### src/rtl/swp_pkg.sv
`timescale 1ns/1ps
package swp_pkg;
  localparam logic [7:0] OP_RDSR = 8'h05;
  localparam logic [7:0] OP_WRSR = 8'h01;
  localparam logic [7:0] OP_WREN = 8'h06;
  localparam logic [7:0] OP_WRDI = 8'h04;
  localparam int BYTE_W = 8;
endpackage

### src/rtl/swp_sync.sv
`timescale 1ns/1ps
// Two-flop synchroniser for N asynchronous pins.
module swp_sync #(
  parameter int N = 4,
  parameter logic [N-1:0] RST_VAL = '0
) (
  input  logic         clk,
  input  logic         rst,
  input  logic [N-1:0] din,
  output logic [N-1:0] q
);
  genvar g;
  generate
    for (g = 0; g < N; g++) begin : g_bit
      logic m1, m2;
      always_ff @(posedge clk) begin
        if (rst) begin
          m1 <= RST_VAL[g];
          m2 <= RST_VAL[g];
        end else begin
          m1 <= din[g];
          m2 <= m1;
        end
      end
      assign q[g] = m2;
    end
  endgenerate
endmodule

### src/rtl/swp_frame.sv
`timescale 1ns/1ps
// Serial frame decoder: bit count, opcode capture, status shift-out.
module swp_frame
  import swp_pkg::*;
#(
  parameter int FRAME_BITS = 16
) (
  input  logic       clk,
  input  logic       rst,
  input  logic       cs_s,
  input  logic       sck_s,
  input  logic       si_s,
  input  logic [7:0] status,
  output logic       so,
  output logic       so_oe,
  output logic       ev_wren,
  output logic       ev_wrdi,
  output logic       ev_wrsr,
  output logic       wr_wpen,
  output logic [1:0] wr_bp
);
  localparam int CW = $clog2(FRAME_BITS) + 1;

  logic          cs_p, sck_p;
  logic          active, over;
  logic [CW-1:0] cnt;
  logic [7:0]    sh, op, tx;
  logic          cs_rise, cs_fall, sck_rise, sck_fall, data_phase;

  assign cs_rise    = cs_s & ~cs_p;
  assign cs_fall    = ~cs_s & cs_p;
  assign sck_rise   = sck_s & ~sck_p;
  assign sck_fall   = ~sck_s & sck_p;
  assign data_phase = over || (cnt >= CW'(BYTE_W));

  always_ff @(posedge clk) begin
    if (rst) begin
      cs_p <= 1'b0;  sck_p <= 1'b0;
      active <= 1'b0; over <= 1'b0; cnt <= '0;
      sh <= '0; op <= '0; tx <= '0; so_oe <= 1'b0;
      ev_wren <= 1'b0; ev_wrdi <= 1'b0; ev_wrsr <= 1'b0;
      wr_wpen <= 1'b0; wr_bp <= '0;
    end else begin
      cs_p    <= cs_s;
      sck_p   <= sck_s;
      ev_wren <= 1'b0;
      ev_wrdi <= 1'b0;
      ev_wrsr <= 1'b0;
      so_oe   <= active && (op == OP_RDSR) && data_phase;
      if (cs_fall) begin
        active <= 1'b1;
        cnt    <= '0;
        over   <= 1'b0;
        op     <= '0;
      end else if (active && cs_rise) begin
        active  <= 1'b0;
        ev_wren <= (op == OP_WREN) && (cnt == CW'(BYTE_W)) && !over;
        ev_wrdi <= (op == OP_WRDI) && (cnt == CW'(BYTE_W)) && !over;
        ev_wrsr <= (op == OP_WRSR) && (cnt == CW'(2*BYTE_W)) && !over;
        wr_wpen <= sh[7];
        wr_bp   <= sh[3:2];
      end else if (active && sck_rise) begin
        sh  <= {sh[6:0], si_s};
        cnt <= cnt + 1'b1;
        if (&cnt) over <= 1'b1;
        if (cnt == CW'(BYTE_W-1) && !over) op <= {sh[6:0], si_s};
      end
      if (active && sck_fall && (op == OP_RDSR) && data_phase)
        tx <= (cnt[2:0] == 3'd0) ? status : {tx[6:0], 1'b0};
    end
  end

  assign so = tx[7];
endmodule

### src/rtl/swp_prot.sv
`timescale 1ns/1ps
// Block-protect address decode: upper quarter, upper half or whole array.
module swp_prot #(
  parameter int AW = 12
) (
  input  logic [AW-1:0] addr,
  input  logic [1:0]    bp,
  output logic          prot
);
  always_comb begin
    unique case (bp)
      2'b00:   prot = 1'b0;
      2'b01:   prot = (addr[AW-1:AW-2] == 2'b11);
      2'b10:   prot = addr[AW-1];
      default: prot = 1'b1;
    endcase
  end
endmodule

### src/rtl/swp_wc_timer.sv
`timescale 1ns/1ps
// Internal write-cycle timer: wip high for exactly CYCLES clocks.
module swp_wc_timer #(
  parameter int CYCLES = 5000
) (
  input  logic clk,
  input  logic rst,
  input  logic start,
  output logic wip,
  output logic done
);
  localparam int TW = $clog2(CYCLES + 1);
  logic [TW-1:0] cnt_q;

  always_ff @(posedge clk) begin
    if (rst) begin
      wip   <= 1'b0;
      cnt_q <= '0;
    end else if (start && !wip) begin
      wip   <= 1'b1;
      cnt_q <= TW'(CYCLES - 1);
    end else if (wip) begin
      if (cnt_q == '0) wip <= 1'b0;
      else             cnt_q <= cnt_q - 1'b1;
    end
  end

  assign done = wip && (cnt_q == '0);
endmodule

### src/rtl/spi_wp_ctrl.sv
`timescale 1ns/1ps
// Status register, write latch and write-protect gate of a serial memory slave.
module spi_wp_ctrl
  import swp_pkg::*;
#(
  parameter int AW         = 12,
  parameter int WC_CYCLES  = 5000,
  parameter int FRAME_BITS = 16
) (
  input  logic          clk,
  input  logic          rst,
  input  logic          sck,
  input  logic          cs_n,
  input  logic          si,
  output logic          so,
  output logic          so_oe,
  input  logic          wp_n,
  input  logic [AW-1:0] arr_addr,
  input  logic          arr_commit,
  output logic          arr_wr_ok,
  output logic          arr_start,
  output logic          busy
);
  localparam int NSYNC = 4;

  logic [NSYNC-1:0] pins_s;
  logic             sck_s, cs_s, si_s, wp_s;
  logic             ev_wren, ev_wrdi, ev_wrsr, wr_wpen;
  logic [1:0]       wr_bp;
  logic             wpen_q, wel_q;
  logic [1:0]       bp_q;
  logic             wip, done, prot, hw_lock, start_sr, start_arr;
  logic [7:0]       status;

  swp_sync #(.N(NSYNC), .RST_VAL(4'b1000)) u_sync (
    .clk(clk), .rst(rst), .din({wp_n, si, cs_n, sck}), .q(pins_s)
  );
  assign {wp_s, si_s, cs_s, sck_s} = pins_s;

  assign status = {wpen_q, 3'b000, bp_q, wel_q, wip};

  swp_frame #(.FRAME_BITS(FRAME_BITS)) u_frame (
    .clk(clk), .rst(rst), .cs_s(cs_s), .sck_s(sck_s), .si_s(si_s),
    .status(status), .so(so), .so_oe(so_oe),
    .ev_wren(ev_wren), .ev_wrdi(ev_wrdi), .ev_wrsr(ev_wrsr),
    .wr_wpen(wr_wpen), .wr_bp(wr_bp)
  );

  swp_prot #(.AW(AW)) u_prot (.addr(arr_addr), .bp(bp_q), .prot(prot));

  assign hw_lock   = wpen_q & ~wp_s;
  assign start_sr  = ev_wrsr & wel_q & ~wip & ~hw_lock;
  assign start_arr = arr_commit & wel_q & ~wip & ~prot;

  swp_wc_timer #(.CYCLES(WC_CYCLES)) u_timer (
    .clk(clk), .rst(rst), .start(start_sr | start_arr), .wip(wip), .done(done)
  );

  always_ff @(posedge clk) begin
    if (rst) begin
      wpen_q    <= 1'b0;
      bp_q      <= '0;
      wel_q     <= 1'b0;
      arr_start <= 1'b0;
      arr_wr_ok <= 1'b0;
    end else begin
      if (start_sr) begin
        wpen_q <= wr_wpen;
        bp_q   <= wr_bp;
      end
      if (done)         wel_q <= 1'b0;
      else if (ev_wren) wel_q <= 1'b1;
      else if (ev_wrdi) wel_q <= 1'b0;
      arr_start <= start_arr;
      arr_wr_ok <= wel_q & ~wip & ~prot;
    end
  end

  assign busy = wip;
endmodule

### config.mk
export PLATFORM = sky130hd
export DESIGN_NAME = spi_wp_ctrl
export DESIGN_NICKNAME = d
export VERILOG_FILES = /design/src/rtl/swp_pkg.sv /design/src/rtl/swp_sync.sv /design/src/rtl/swp_frame.sv /design/src/rtl/swp_prot.sv /design/src/rtl/swp_wc_timer.sv /design/src/rtl/spi_wp_ctrl.sv
export SDC_FILE = /design/constraint.sdc
export NUM_CORES = 1
export LEC_CHECK = 0
export BUFFER_PORTS_ARGS = -buffer_cell sky130_fd_sc_hd__buf_2
export CORE_MARGIN = 4
export CORE_UTILIZATION = 58
export CTS_CLUSTER_DIAMETER = 120
export DETAILED_ROUTE_END_ITERATION = 10
export MAX_ROUTING_LAYER = met4
export PLACE_DENSITY = 0.85
export SYNTH_ARGS = -nofsm -noshare
export SYNTH_HDL_FRONTEND = slang
export SYNTH_SLANG_ARGS = --single-unit
### constraint.sdc
create_clock -name clk -period 2.8 [get_ports clk]
set_input_delay 0.56 -clock clk [delete_from_list [all_inputs] [get_ports clk]]
set_output_delay 0.56 -clock clk [all_outputs]
set_load 0.01 [all_outputs]
; Yosys cells after proc, flatten, opt, wreduce, memory -nomap -nowiden
; Cells that the tools add are included.
[totals]
register_bits = 68
latch_bits = 0
ram_bits = 0
mem_bits_ro = 0
inputBits = 19
output_inout_bits = 5
word_cells = 117
mem_count = 0
[classes]
addsub = 2
mul = 0
div = 0
magnitude_cmp = 1
n_eq_ne = 11
shifts = 0
muxes = 12
n_bitwise = 25
reduce_logical = 36
[ops]
columns = operator, n
row1 = $mux W13, 3
row2 = $eq A8 B3 Y1 const B, 3
row3 = $logic_and A1 B1 Y1, 16
row4 = $and A1 B1 Y1, 13
row5 = $logic_not A13 Y1, 1
row6 = $sub A13 B1 Y13 const B, 1
row7 = $not A1 Y1, 11
row8 = $eq A8 B1 Y1 const B, 1
row9 = $mux W8, 1
row10 = $reduce_and A2 Y1, 4
row11 = $mux W1, 7
row12 = $reduce_and A7 Y1, 1
row13 = $reduce_and A3 Y1, 2
row14 = $reduce_bool A2 Y1, 3
row15 = $reduce_or A2 Y1, 3
row16 = $add A5 B1 Y5 const B, 1
row17 = $eq A5 B3 Y1 const B, 1
row18 = $eq A5 B4 Y1 const B, 1
row19 = $eq A5 B5 Y1 const B, 1
row20 = $ge A5 B4 Y1 const B, 1
row21 = $eq A2 B2 Y1 const B, 2
row22 = $logic_not A3 Y1, 1
row23 = $pmux W1 S3, 1
row24 = $reduce_or A3 Y1, 1
row25 = other kinds (6), 7

; Longest topological paths before layout
[logic_depth]
depth_word = 8
mapped_depth = 6
depth_no_buf = 6

; Modules after synthesis
; From an unflattened synthesis, not the netlist that was laid out.
[unflattened]
cells_unflattened = 337
area_unflattened_um2 = 3230.6
[by_module_without_submodules]
columns = module, instances, cells_per_inst, area_per_inst_um2, seq_area_each_um2
row1 = swp_frame, 1, 204, 1958.1, 800.8
row2 = swp_wc_timer, 1, 84, 744.5, 280.3
row3 = spi_wp_ctrl, 1, 26, 274.0, 120.1
row4 = swp_sync, 1, 20, 240.2, 160.2
row5 = swp_prot, 1, 3, 13.8, 0.0

; Worst setup path before layout
; No wires, ideal clock.
[synth_path]
path_kind = register to register
from = reg u_timer.cnt_q[0]
to = reg u_timer.cnt_q[1]
setup_ns = 0.070
t_arrival_ns = 1.977
required_time_ns = 2.730
setup_slack_ns = 0.753
path_stages_with_launch = 7
period_less_slack_ns = 2.047
path_cell_list = dfxtp_1 > inv_1 > ha_1 > or4b_2 > o41ai_2 > mux2_2 > a21oi_1
[synth_between]
elab_chain_cells = 4
[synth_lines]
columns = item, line
row1 = start: declaration, swp_wc_timer.sv:13  ; logic [TW-1:0] cnt_q;
row2 = start signal: assignment, swp_wc_timer.sv:21  ; cnt_q <= TW'(CYCLES - 1);
row3 = start signal: assignment, swp_wc_timer.sv:24  ; else cnt_q <= cnt_q - 1'b1;
row4 = $sub A13 B1 Y13, swp_wc_timer.sv:24
row5 = $mux W13, swp_wc_timer.sv:23  ; if (cnt_q == '0) wip <= 1'b0;
row6 = $mux W13, swp_wc_timer.sv:22  ; end else if (wip) begin
row7 = $mux W13, swp_wc_timer.sv:19  ; end else if (start && !wip) begin
; Several ways; a longest one is shown, not always the timed one. The select of a mux whose other input is x is not followed.
; A chain may end at the register's enable or synchronous reset.

; Final worst setup path
; Ends and elaborated chain as after synthesis.

==> results.md <==
- Worst Tran Pin Value: 0.961 ns
- Crit path launch type: flip-flop
- Max FO, Critical Path: 4
- Switch share: 0.195
- Dominant synthesized flop cell: dfxtp_1
- Cts hold-fix bufs: 0
- Top cell type by total area after synthesis: dfxtp_1
- Slowest Stage Delay on Critical Path: 0.65 ns
- Routed vias: 2277
- Die area: 6040 um2
- Antenna violations before repair: 0
- Number of max-cap violations: 0
- GPL Wtd Cong: 0.799
- Initial core utilization: 0.597
- Critical Path RT: 3.08 ns
- WL final: 5630 um
- Final setup viols: 0
- Crit path kind: reg2reg
- Vias/cell: 5.95
- Total chip power: 2070 uW
- GR Util All Layers: 0.214
- Worst-path clk slew: 0.08 ns
- Switch Pwr: 404 uW
- Hold WC Path Type: in2reg
- Combinational power share: 0.018
- Post-synth top area share: 0.482
- Critical-path top delay cell: or4b_2
- Site row count: 25
- H-tree Lvls: 3
- Top post-synthesis cells by area: dfxtp_1 48%, mux2i_1 6.0%, a21oi_1 5.5%
- VDD IR-drop max: 0.388 mV
- Buf/Inv on CP: 1
- WHS: 0.393 ns
- Hold Fails Final Rpt: 0
- Commonest non-fill, non-tap cell in the layout: dfxtp_1
- Largest family of logic cells by synthesized area: simple AND/OR/NAND/NOR gates
- Max Fclk: 0.463 GHz
- Pint: 1670 uW
- Worst setup margin: 0.641 ns
- Post-synth ARST share: 0
- Rel. slew slack: 0.358
- WP data arrival: 2.43 ns
- Maximum clock path buffer count: 2
- Post-Synthesis Cell Area: 2820 um2
- Clock Latency Late Sink: 0.35 ns
- Setup_tns: 0 ns
- Post-Synthesis Cells: 304
- CTS Sinks: 68
- Post-route ant nets: 0
- Pre-CTS setup slack: 0.655 ns
- Final slew viol count: 0
- Clk_skew: 0.00663 ns
- Ys Warns: 0
- Ports: 24
- Syn avg cell area: 9.28 um2
- Commonest cells after routing, fill and taps aside: 68 x dfxtp_1, 31 x a21oi_1, 19 x nor2_1
- Crit-path cells: inv_1 > ha_1 > or4b_2 > o41ai_2 > mux2_2 > a21oi_1
- Post-synth EDFFs: 0
- Port bufs: 13
- Drt drc: 0
- Post-synthesis compound-gate area fraction: 0.142
- Clock share of power: 0.510
- First-pass GRT wire length: 9790 um
- Share of layout cells above drive strength 1: 0.133
- Sequential fraction of the synthesis area: 0.482
- Lkg Pwr: 0.00120 uW
- Minimum clock period: 2.16 ns
- Mux contribution to synthesized area: 0.0643
- Post-Syn Nets: 327
- Adder-Cell Fraction of Synth Area: 0.0177
- Sequential power share: 0.472
- Area share of xor/xnor cells in the synthesized design: 0.0124
- Drt pass-1 iters: 4
- Vias in the first global route: 2152
- DP HPWL: 3680 um
- Nets: 334
- Maximum number of pins on one net before global-route repair: 48
- Global route total overflow: 0
- Post-CTS Setup Bufs: 0
- CP Capture Type: flip-flop
- TritonCTS clock tree: built
- Post-CTS Resized: 0
- DRT iter0 DRCs: 140
- Post-Synth Simple-Gate Area: 0.244
- Fin crit share: 0.771
- Die height: 77.7 um
- Synth cell types: 41
- Status: completed
- Root Driver: clkbuf_8
- Num CTS Buffers: 9
- Area grow syn2layout: 12.8%
- Pwr Density: 650 nW/um2
- Largest delay share family, worst path: simple AND/OR/NAND/NOR gates
- N_diodes: 0
- Mean routed wirelength per cell: 14.7 um
- Width of the die: 77.7 um
- RSZ-0062 raised after global routing: no
- Std-Cell Core Area: 4720 um2
- #FFs+latches synth: 68
[flip-flops by register name, indices dropped and copies added, names as in the netlist, 2 cells and up]
signal and flops:
u_timer.cnt_q 13, u_frame.op 8, u_frame.sh 8, u_frame.tx 8, u_frame.cnt 5, u_sync.g_bit.m1 4
u_sync.g_bit.m2 4, bp_q 2, u_frame.wr_bp 2
[path summary, 6_finish.rpt]
check                startpoint            endpoint  slack (ns)  cells past startpoint
max            u_timer.cnt_q[0]    u_timer.cnt_q[1]        0.64                      6
min                        wp_n  u_sync.g_bit[3].m1        0.39                      2
max reg2reg    u_timer.cnt_q[0]    u_timer.cnt_q[1]        0.64                      6
min reg2reg  u_sync.g_bit[3].m1  u_sync.g_bit[3].m2        0.41                      1
[metrics by stage]
step           instances  cell area [um2]   util
2_1_floorplan        304             2820      -
3_3_place_gp         367             2920  0.618
3_5_place_dp         367             2920  0.618
4_1_cts              383             3180  0.674
5_1_grt              383             3180  0.674
6_report             383             3180  0.674
[cell type report]
cell class,instances,area [um2]
Fill cell,346,1540
Sequential cell,68,1360
Multi-Input combinational cell,208,1360
Clock inverter,7,139
Clock buffer,9,124
Tap cell,67,83.8
Timing Repair Buffer,15,80.1
Inverter,9,33.8
[worst register-to-register path, delay by kind of cell, from the launching register on]
family / cells / cell delay (ns)
buffers and inverters: 1 / 0.10
AOI/OAI and AO/OA: 2 / 0.49
DFF: 1 / 0.31
muxes: 1 / 0.38
and+or+nand+nor: 1 / 0.65
adders and majority gates: 1 / 0.14
[cell families (layout without fill, tap and decap cells)]
family                   Yosys count  in the layout
AO/OA/AOI/OAI                     66             66
AND/OR/NAND/NOR                  116            116
buffers and inverters             28             40
multiplexers                      18             18
XOR/XNOR                           4              4
adder cells (fa/ha/maj)            4              4
flip-flops                        68             68
[power by group through the flow]
stage | clock, uW | sequential, uW | combinational (uW)
4_1_cts | 1070 | 977 | 37.2
3_5_place_dp | 0 | 999 | 36.8
5_1_grt | 1120 | 978 | 42.0
6_report | 1060 | 977 | 37.1
3_3_place_gp | 0 | 999 | 36.6
2_1_floorplan | 0 | 997 | 27.5
[cells in the mapped netlist (3+ instances only)]
cell type and n:
nor2b_1 15, nand2_1 11, o31ai_1 9, inv_1 9
nor3_1 4, or4_1 6, or2_2 4, a31oi_1 5
nand2b_1 3, nor2_1 19, or3_1 12, clkbuf_1 16
nand4_1 14, mux2i_1 17, ha_1 4, buf_1 3
nand3_1 7, dfxtp_1 68, a21oi_1 31, xnor2_1 4
a311oi_1 4, o21ai_0 12, nor4_1 5
[layer usage]
layer  global-route usage  up-vias  part of all wire
met3               0.0835       18             0.040
met2                0.314       48              0.47
li1                     -     1129                 -
met1                0.255     1082              0.46
met5                    -        -                 0
met4                0.103        0             0.029
(Power assumes the default switching activity.)
